`config.mk`:
```
export PLATFORM = sky130hd
export DESIGN_NAME = i2c_chsel_mux
export DESIGN_NICKNAME = d
export VERILOG_FILES = /design/src/rtl/i2c_chsel_pkg.sv /design/src/rtl/i2c_line_sync.sv /design/src/rtl/i2c_slave_fsm.sv /design/src/rtl/chsel_decode.sv /design/src/rtl/i2c_chsel_mux.sv
export SDC_FILE = /design/constraint.sdc
export NUM_CORES = 1
export LEC_CHECK = 0
export CAP_MARGIN = 20
export CORE_ASPECT_RATIO = 0.9
export CORE_MARGIN = 5
export CORE_UTILIZATION = 35
export DETAILED_ROUTE_END_ITERATION = 8
export PLACE_DENSITY = 0.63
export SLEW_MARGIN = 20
export SYNTH_ARGS = -nofsm -noshare
export SYNTH_HDL_FRONTEND = slang
export SYNTH_SLANG_ARGS = --single-unit
```
`constraint.sdc`:
```
create_clock -name clk -period 5.6 [get_ports clk]
set_input_delay 1.12 -clock clk [delete_from_list [all_inputs] [get_ports clk]]
set_output_delay 1.12 -clock clk [all_outputs]
set_load 0.1 [all_outputs]
```
`src/rtl/i2c_chsel_pkg.sv`:
```
package i2c_chsel_pkg;
  localparam int BYTE_W = 8;
  localparam int CNT_W  = $clog2(BYTE_W);

  typedef enum logic [2:0] {
    ST_IDLE,
    ST_ADDR,
    ST_AACK,
    ST_WDAT,
    ST_WACK,
    ST_RDAT,
    ST_RACK
  } slv_state_t;
endpackage

```
`src/rtl/i2c_line_sync.sv`:
```
module i2c_line_sync #(
  parameter int STAGES = 2
) (
  input  logic clk,
  input  logic rst_n,
  input  logic scl_i,
  input  logic sda_i,
  output logic scl_s,
  output logic sda_s,
  output logic scl_rise,
  output logic scl_fall,
  output logic start_det,
  output logic stop_det
);
  logic [STAGES-1:0] scl_p, sda_p;
  logic scl_q, sda_q;

  // Bus lines idle high, so every stage resets to 1.
  for (genvar g = 0; g < STAGES; g++) begin : g_stage
    if (g == 0) begin : g_first
      always_ff @(posedge clk or negedge rst_n)
        if (!rst_n) begin
          scl_p[g] <= 1'b1;
          sda_p[g] <= 1'b1;
        end else begin
          scl_p[g] <= scl_i;
          sda_p[g] <= sda_i;
        end
    end else begin : g_next
      always_ff @(posedge clk or negedge rst_n)
        if (!rst_n) begin
          scl_p[g] <= 1'b1;
          sda_p[g] <= 1'b1;
        end else begin
          scl_p[g] <= scl_p[g-1];
          sda_p[g] <= sda_p[g-1];
        end
    end
  end

  assign scl_s = scl_p[STAGES-1];
  assign sda_s = sda_p[STAGES-1];

  always_ff @(posedge clk or negedge rst_n)
    if (!rst_n) begin
      scl_q <= 1'b1;
      sda_q <= 1'b1;
    end else begin
      scl_q <= scl_s;
      sda_q <= sda_s;
    end

  assign scl_rise  = scl_s & ~scl_q;
  assign scl_fall  = ~scl_s & scl_q;
  assign start_det = scl_s & scl_q & sda_q & ~sda_s;
  assign stop_det  = scl_s & scl_q & ~sda_q & sda_s;
endmodule

```
`src/rtl/i2c_slave_fsm.sv`:
```
module i2c_slave_fsm
  import i2c_chsel_pkg::*;
#(
  parameter logic [6:0] ADDR = 7'b1110000
) (
  input  logic              clk,
  input  logic              rst_n,
  input  logic              sda_s,
  input  logic              scl_rise,
  input  logic              scl_fall,
  input  logic              start_det,
  input  logic              stop_det,
  input  logic [BYTE_W-1:0] rd_byte,
  output logic              wr_stb,
  output logic [BYTE_W-1:0] wr_byte,
  output logic              sda_oe,
  output logic              idle
);
  slv_state_t        state;
  logic [CNT_W-1:0]  bit_cnt;
  logic [BYTE_W-1:0] shreg;
  logic              byte_done, rw, m_ack;

  assign wr_byte = shreg;
  assign idle    = (state == ST_IDLE);

  always_ff @(posedge clk or negedge rst_n) begin
    if (!rst_n) begin
      state     <= ST_IDLE;
      bit_cnt   <= '0;
      shreg     <= '0;
      byte_done <= 1'b0;
      rw        <= 1'b0;
      m_ack     <= 1'b0;
      sda_oe    <= 1'b0;
      wr_stb    <= 1'b0;
    end else begin
      wr_stb <= 1'b0;
      if (start_det) begin
        state     <= ST_ADDR;
        bit_cnt   <= '0;
        byte_done <= 1'b0;
        sda_oe    <= 1'b0;
      end else if (stop_det) begin
        state     <= ST_IDLE;
        byte_done <= 1'b0;
        sda_oe    <= 1'b0;
      end else begin
        case (state)
          ST_ADDR, ST_WDAT: begin
            if (scl_rise) begin
              shreg   <= {shreg[BYTE_W-2:0], sda_s};
              bit_cnt <= bit_cnt + 1'b1;
              if (bit_cnt == CNT_W'(BYTE_W - 1)) byte_done <= 1'b1;
            end else if (scl_fall && byte_done) begin
              byte_done <= 1'b0;
              if (state == ST_WDAT) begin
                wr_stb <= 1'b1;
                sda_oe <= 1'b1;
                state  <= ST_WACK;
              end else if (shreg[BYTE_W-1:1] == ADDR) begin
                rw     <= shreg[0];
                sda_oe <= 1'b1;
                state  <= ST_AACK;
              end else begin
                state <= ST_IDLE;
              end
            end
          end
          ST_AACK, ST_WACK: begin
            if (scl_fall) begin
              bit_cnt <= '0;
              if (state == ST_AACK && rw) begin
                shreg  <= rd_byte;
                sda_oe <= ~rd_byte[BYTE_W-1];
                state  <= ST_RDAT;
              end else begin
                sda_oe <= 1'b0;
                state  <= ST_WDAT;
              end
            end
          end
          ST_RDAT: begin
            if (scl_fall) begin
              if (bit_cnt == CNT_W'(BYTE_W - 1)) begin
                sda_oe <= 1'b0;
                state  <= ST_RACK;
              end else begin
                shreg   <= {shreg[BYTE_W-2:0], 1'b0};
                sda_oe  <= ~shreg[BYTE_W-2];
                bit_cnt <= bit_cnt + 1'b1;
              end
            end
          end
          ST_RACK: begin
            if (scl_rise) begin
              m_ack <= ~sda_s;
            end else if (scl_fall) begin
              if (m_ack) begin
                shreg   <= rd_byte;
                sda_oe  <= ~rd_byte[BYTE_W-1];
                bit_cnt <= '0;
                state   <= ST_RDAT;
              end else begin
                state <= ST_IDLE;
              end
            end
          end
          default: state <= ST_IDLE;
        endcase
      end
    end
  end
endmodule

```
`src/rtl/chsel_decode.sv`:
```
module chsel_decode #(
  parameter int NCH   = 2,
  parameter int SEL_W = 2
) (
  input  logic [SEL_W:0]   ctrl,
  output logic [NCH-1:0]   en
);
  localparam int EN_BIT = SEL_W;

  // An index outside 0..NCH-1 enables nothing.
  for (genvar i = 0; i < NCH; i++) begin : g_ch
    assign en[i] = ctrl[EN_BIT] && (ctrl[SEL_W-1:0] == SEL_W'(i));
  end
endmodule

```
`src/rtl/i2c_chsel_mux.sv`:
```
module i2c_chsel_mux
  import i2c_chsel_pkg::*;
#(
  parameter logic [6:0] ADDR        = 7'b1110000,
  parameter int         NCH         = 2,
  parameter int         SEL_W       = 2,
  parameter int         SYNC_STAGES = 2
) (
  input  logic           clk,
  input  logic           rst_n,
  input  logic           scl_i,
  input  logic           sda_i,
  output logic           sda_oe,
  output logic [NCH-1:0] ch_en
);
  logic scl_s, sda_s, scl_rise, scl_fall, start_det, stop_det;
  logic wr_stb, slv_idle;
  logic [BYTE_W-1:0] wr_byte, ctrl_q;
  logic [NCH-1:0]    dec_en;

  i2c_line_sync #(.STAGES(SYNC_STAGES)) u_sync (
    .clk, .rst_n, .scl_i, .sda_i,
    .scl_s, .sda_s, .scl_rise, .scl_fall, .start_det, .stop_det
  );

  i2c_slave_fsm #(.ADDR(ADDR)) u_fsm (
    .clk, .rst_n, .sda_s, .scl_rise, .scl_fall, .start_det, .stop_det,
    .rd_byte(ctrl_q), .wr_stb, .wr_byte, .sda_oe, .idle(slv_idle)
  );

  chsel_decode #(.NCH(NCH), .SEL_W(SEL_W)) u_dec (
    .ctrl(ctrl_q[SEL_W:0]), .en(dec_en)
  );

  always_ff @(posedge clk or negedge rst_n)
    if (!rst_n)      ctrl_q <= '0;
    else if (wr_stb) ctrl_q <= wr_byte;

  // The selection is applied only at a STOP, so no segment switches mid-transfer.
  always_ff @(posedge clk or negedge rst_n)
    if (!rst_n)        ch_en <= '0;
    else if (stop_det) ch_en <= dec_en;
endmodule

```
== Word-level counts from Yosys, hierarchy flattened ==
Index checks and enable logic that the tools add are counted.
Widths: inputs -> output; s select.

* $add $sub $neg: 1
* Multipliers: 0
* Divide/modulo/power cells: 0
* $lt $le $gt $ge: 0
* Equality and inequality tests: 35
* Shift operators: 0
* Mux-type cells: 59
* Bitwise logic cells: 17
* Reduce and logical (&&, ||, !) cells: 19

{| class="wikitable"
|+ Operator list
! cell !! number
|-
| $mux 8 || 8
|-
| $mux 3 || 21
|-
| $pmux 8 s4 || 1
|-
| $mux 1 || 25
|-
| $ne 4x3->1 const B || 6
|-
| $pmux 3 s4 || 2
|-
| $reduce_and 9->1 || 2
|-
| $reduce_and 7->1 || 2
|-
| $eq 3x3->1 const B || 4
|-
| $ne 3x2->1 const B || 4
|-
| $reduce_and 11->1 || 1
|-
| $ne 2x1->1 const B || 5
|-
| $not 1->1 || 10
|-
| $ne 3x3->1 const B || 3
|-
| $ne 2x2->1 const B || 4
|-
| $ne 4x4->1 const B || 2
|-
| $reduce_bool 4->1 || 2
|-
| $and 1x1->1 || 7
|-
| $eq 7x7->1 const B || 1
|-
| $eq 3x2->1 const B || 2
|-
| $reduce_bool 6->1 || 1
|-
| $ne 5x3->1 const B || 1
|-
| $reduce_bool 5->1 || 1
|-
| $logic_and 1x1->1 || 4
|-
| other kinds (11) || 12
|}

* Register bits after elaboration: 35
* Latch bits: 0
* Memory bits (writable): 0
* Bits in read-only memories: 0
* Input bits: 4
* Output and inout bits: 3
* Word-level logic and storage cells: 147
* Memories: 0

== Longest topological paths before layout ==
* Word-level depth: 8
* Mapped depth: 8
* Gate-level depth less buffers: 7

== Hierarchy ==
A second synthesis with hierarchy kept.

* Cells, all modules: 156
* Area, all modules: 1,936.9 µm²

{| class="wikitable"
|+ Modules (own cells, without submodules)
! module !! times used !! cells each !! area each (µm²) !! seq. area each (µm²)
|-
| i2c_slave_fsm || 1 || 123 || 1,321.3 || 475.5
|-
| i2c_chsel_mux || 1 || 21 || 404.1 || 250.2
|-
| i2c_line_sync || 1 || 10 || 190.2 || 157.7
|-
| chsel_decode || 1 || 2 || 21.3 || 0.0
|}

== Worst setup path before layout ==
OpenSTA, ideal clock, no wires.

* Path kind: register -> output
* Start point: register ch_en[0]
* End point: output port ch_en[0]
* Data arrival time: 0.897 ns
* Required time: 4.480 ns
* Path slack: 3.583 ns
* Cell stages (with the launch flop): 1
* Path buffers: 0
* Cells stage by stage: dfrtp_1

{| class="wikitable"
|+ RTL lines
! element !! line !! RTL
|-
| start: declaration || i2c_chsel_mux.sv:14 || <nowiki>output logic [NCH-1:0] ch_en</nowiki>
|-
| start signal: assignment || i2c_chsel_mux.sv:42 || <nowiki>else if (stop_det) ch_en <= dec_en;</nowiki>
|}

No word-level cell between the ends.

== Worst setup path after layout ==
* Start point: register ch_en[0]
* End point: output port ch_en[0]

No word-level cell between the ends.

==> results.ini <==
[placement]
hpwlAfterDp_um=2372
place.port_buffers=6
gp_congestion=0.8592
dp_cell_count=221

[floorplan]
placeableCoreArea_um2=4865
die_area_um2=6566
boundaryPins=7
floorplan.die.height_um=77.38
initial_cell_density_of_the_core_pct=36.29
floorplan.rows=24
die_w_um=84.87

[setup_path]
cp_num_cells=1
start_kind=flip-flop
timing.critical_path.to_type=output port
cp_top_family=buffers and inverters
critical_path_peak_fanout=2
critPathBufInv=1
cp.required_ns=4.48
worst-endpoint-arrival_ns=1.77
r2r.worst_path.cells=5
worstPathCellList=clkdlybuf4s50_1
critical_path_class=flip-flop to output port
timing.critical_path.slowest_stage_cell=clkdlybuf4s50_1
slowest_delay_ns=1.13

[job]
drv.max_cap_violation_count=0

[cts]
tritoncts.num_buffers=5
cts_sinks=35
cts_hold_repair.buffers=0
cts_tree=done
cts-resized-gates=0
ctsLongestPathBuffers=2
cts_root_buffer=clkbuf_8
post_cts.repair.setup_buffers=0
worst_skew_pair.late_latency_ns=0.29
ctsHtreeMaxLevel=2
clk_pin_slew_worst_paths_ns=0.07

[power]
ir_drop_mv=0.1445
p_total_mw=0.5614
cellPowerDensity_nw_per_um2=285.6
total_leakage_power_nw=0.8849

[finish]
fin_cells=229
ant_cells=0
area_growth_syn_to_layout_pct=11.34
final_net_count=169
layout_common_cells=dfrtp_1 (29), o21ai_0 (17), mux2_2 (14)
drive_gt1_share_pct=22.56
mostFrequentLayoutCell=dfrtp_1

[global_route]
gr-usage-met2_pct=15.81
global_route_wire_length_before_repair_um=5809
grt_antenna_before_repair=0
busiest_layer=met2
number_of_global_route_vias_before_repair=1199
grt_util_all_layers_pct=11.36
grt.overflow.total=0
global_route_met3_usage_pct=3.178
grt_start_max_net_pins=36
gr-usage-met1_pct=15.71

[timing]
timing.hold.ws_ns=0.3570
fmax_mhz=345.7
finalSetupViolations=0
setup_tns_ns=0
slew_headroom_pct=35.21
layout_min_cycle_time_ns=2.893
post-route-period-util_pct=51.66
report.final.hold_viol_count=0
finalMaxSlewViolations=0
grt_setup_unrepaired=no
tightestPinTransition_ns=0.9688
worst_clock_skew_ns=0.002463

[run_status]
outcome=finished clean

[drt]
detailroute.via_count=1250
drt_iter0_markers=66
drc_violation_count_after_routing=0
detailedRoute.firstPassIterationCount=4
route.final.wire_length_um=3420
detail_route.wl_per_cell_um=14.93
viasPerCell=5.459
ant_nets=0

[worst_hold_path]
min_path_cells=0
worst_hold_path_type=flip-flop to flip-flop

[yosys]
prevailing_post_synth_register_cell=dfrtp_1
synthesis.yosys.warnings=0
synthCells=156
postSynth.asyncResetShare_pct=100.0
synth_nets=162
netlist-cell-type-count=44
synth-seq-area-share_pct=50.04
postSynthAreaPerCell_um2=11.32
synth_seq_cells=35
netlist_area_um2=1765
synth-edff-count=0

[metal layers]
layer  routed length, um  up-vias
met5                   0        -
met4                  86        0
met3                 187        7
met2                1566       39
met1                1580      623
li1                    -      581
[worst reg2reg max path, cell delays in order (launching register included)]
cell and delay [ns]:
dfrtp_1 0.71, inv_1 0.15, a211oi_1 0.28, o32a_1 0.31, or2_1 0.37, mux2_4 0.34
[area by class of cell]
class,count,area [um2]
multi-input cells,109,810.8
repair buffers,8,75.07
fillers,478,2899
inverters,4,15.01
clock buffers,8,100.1
flip-flops and latches,35,883.3
well taps,65,81.33
[synth_stat cells, types with 2 or more instances]
cell / count / area [um2]
dfrtp_1: 29 / 725.7
o21ai_0: 17 / 85.08
mux2_2: 14 / 157.7
nand2_1: 11 / 41.29
nor2_1: 10 / 37.54
dfstp_2: 6 / 157.7
mux2i_1: 6 / 60.06
mux2_4: 4 / 60.06
buf_2: 3 / 15.01
inv_1: 3 / 11.26
nand3_1: 3 / 15.01
nand4b_1: 3 / 26.28
nor2b_1: 3 / 18.77
a21oi_1: 2 / 10.01
a22o_1: 2 / 17.52
buf_4: 2 / 15.01
buf_6: 2 / 22.52
ha_1: 2 / 25.02
nand2b_1: 2 / 12.51
nand3b_1: 2 / 15.01
nor3_1: 2 / 10.01
o211ai_1: 2 / 15.01
o21a_1: 2 / 15.01
o32a_1: 2 / 20.02
or2_1: 2 / 12.51
xor2_1: 2 / 17.52
[worst paths after layout]
path | from | slack, ns | to
min in group asynchronous | rst_n | 1.24 | u_fsm.byte_done$_DFFE_PN0P_
min reg2reg | u_sync.sda_p[0]$_DFF_PN1_ | 0.36 | u_sync.sda_s$_DFF_PN1_
max reg2reg | u_fsm.state[1]$_DFFE_PN0P_ | 3.33 | u_fsm.wr_byte[7]$_DFFE_PN0P_
max in group asynchronous | rst_n | 4.02 | u_sync.sda_p[0]$_DFF_PN1_
max | ch_en[0]$_DFFE_PN0P_ | 2.71 | ch_en[0]
min | u_sync.sda_p[0]$_DFF_PN1_ | 0.36 | u_sync.sda_s$_DFF_PN1_
[metrics by stage]
step	utilization [%]	cell area, um2	setup WS (ns)
floorplan	-	1765	3.583
global placement	38.35	1866	3.026
detailed placement	38.35	1866	3.015
CTS	40.41	1966	2.692
global route	40.41	1966	2.668
finish	40.41	1966	2.707
[power breakdown]
group	leakage, nW	switching (mW)	internal (mW)
sequential	0.460	0.0213	0.277
clock	0.0515	0.0894	0.112
combinational	0.373	0.0312	0.0299
total	0.885	0.142	0.419
[cell families (layout without fill, tap and decap cells)]
logic type,after synthesis,after routing,synth area share (%)
xor gates and xnor gates,2,2,0.9924
AOI/OAI and AO/OA,40,40,15.31
buffers and inverters,12,20,4.039
muxes,24,24,15.73
adders and majority gates,2,2,1.417
DFF,35,35,50.04
and+or+nand+nor,41,41,12.47
[sequential cells by signal, indices dropped and copies added (netlist names)]
signal,count
u_fsm.m_ack,1
u_fsm.sda_oe,1
u_fsm.wr_stb,1
u_sync.scl_p,1
u_fsm.bit_cnt,3
u_fsm.rw,1
u_sync.scl_q,1
u_fsm.byte_done,1
u_sync.scl_s,1
ch_en,2
u_sync.sda_s,1
u_sync.sda_q,1
u_sync.sda_p,1
ctrl_q,8
u_fsm.wr_byte,8
u_fsm.state,3
Note: power is estimated with default switching activity, not from simulation.
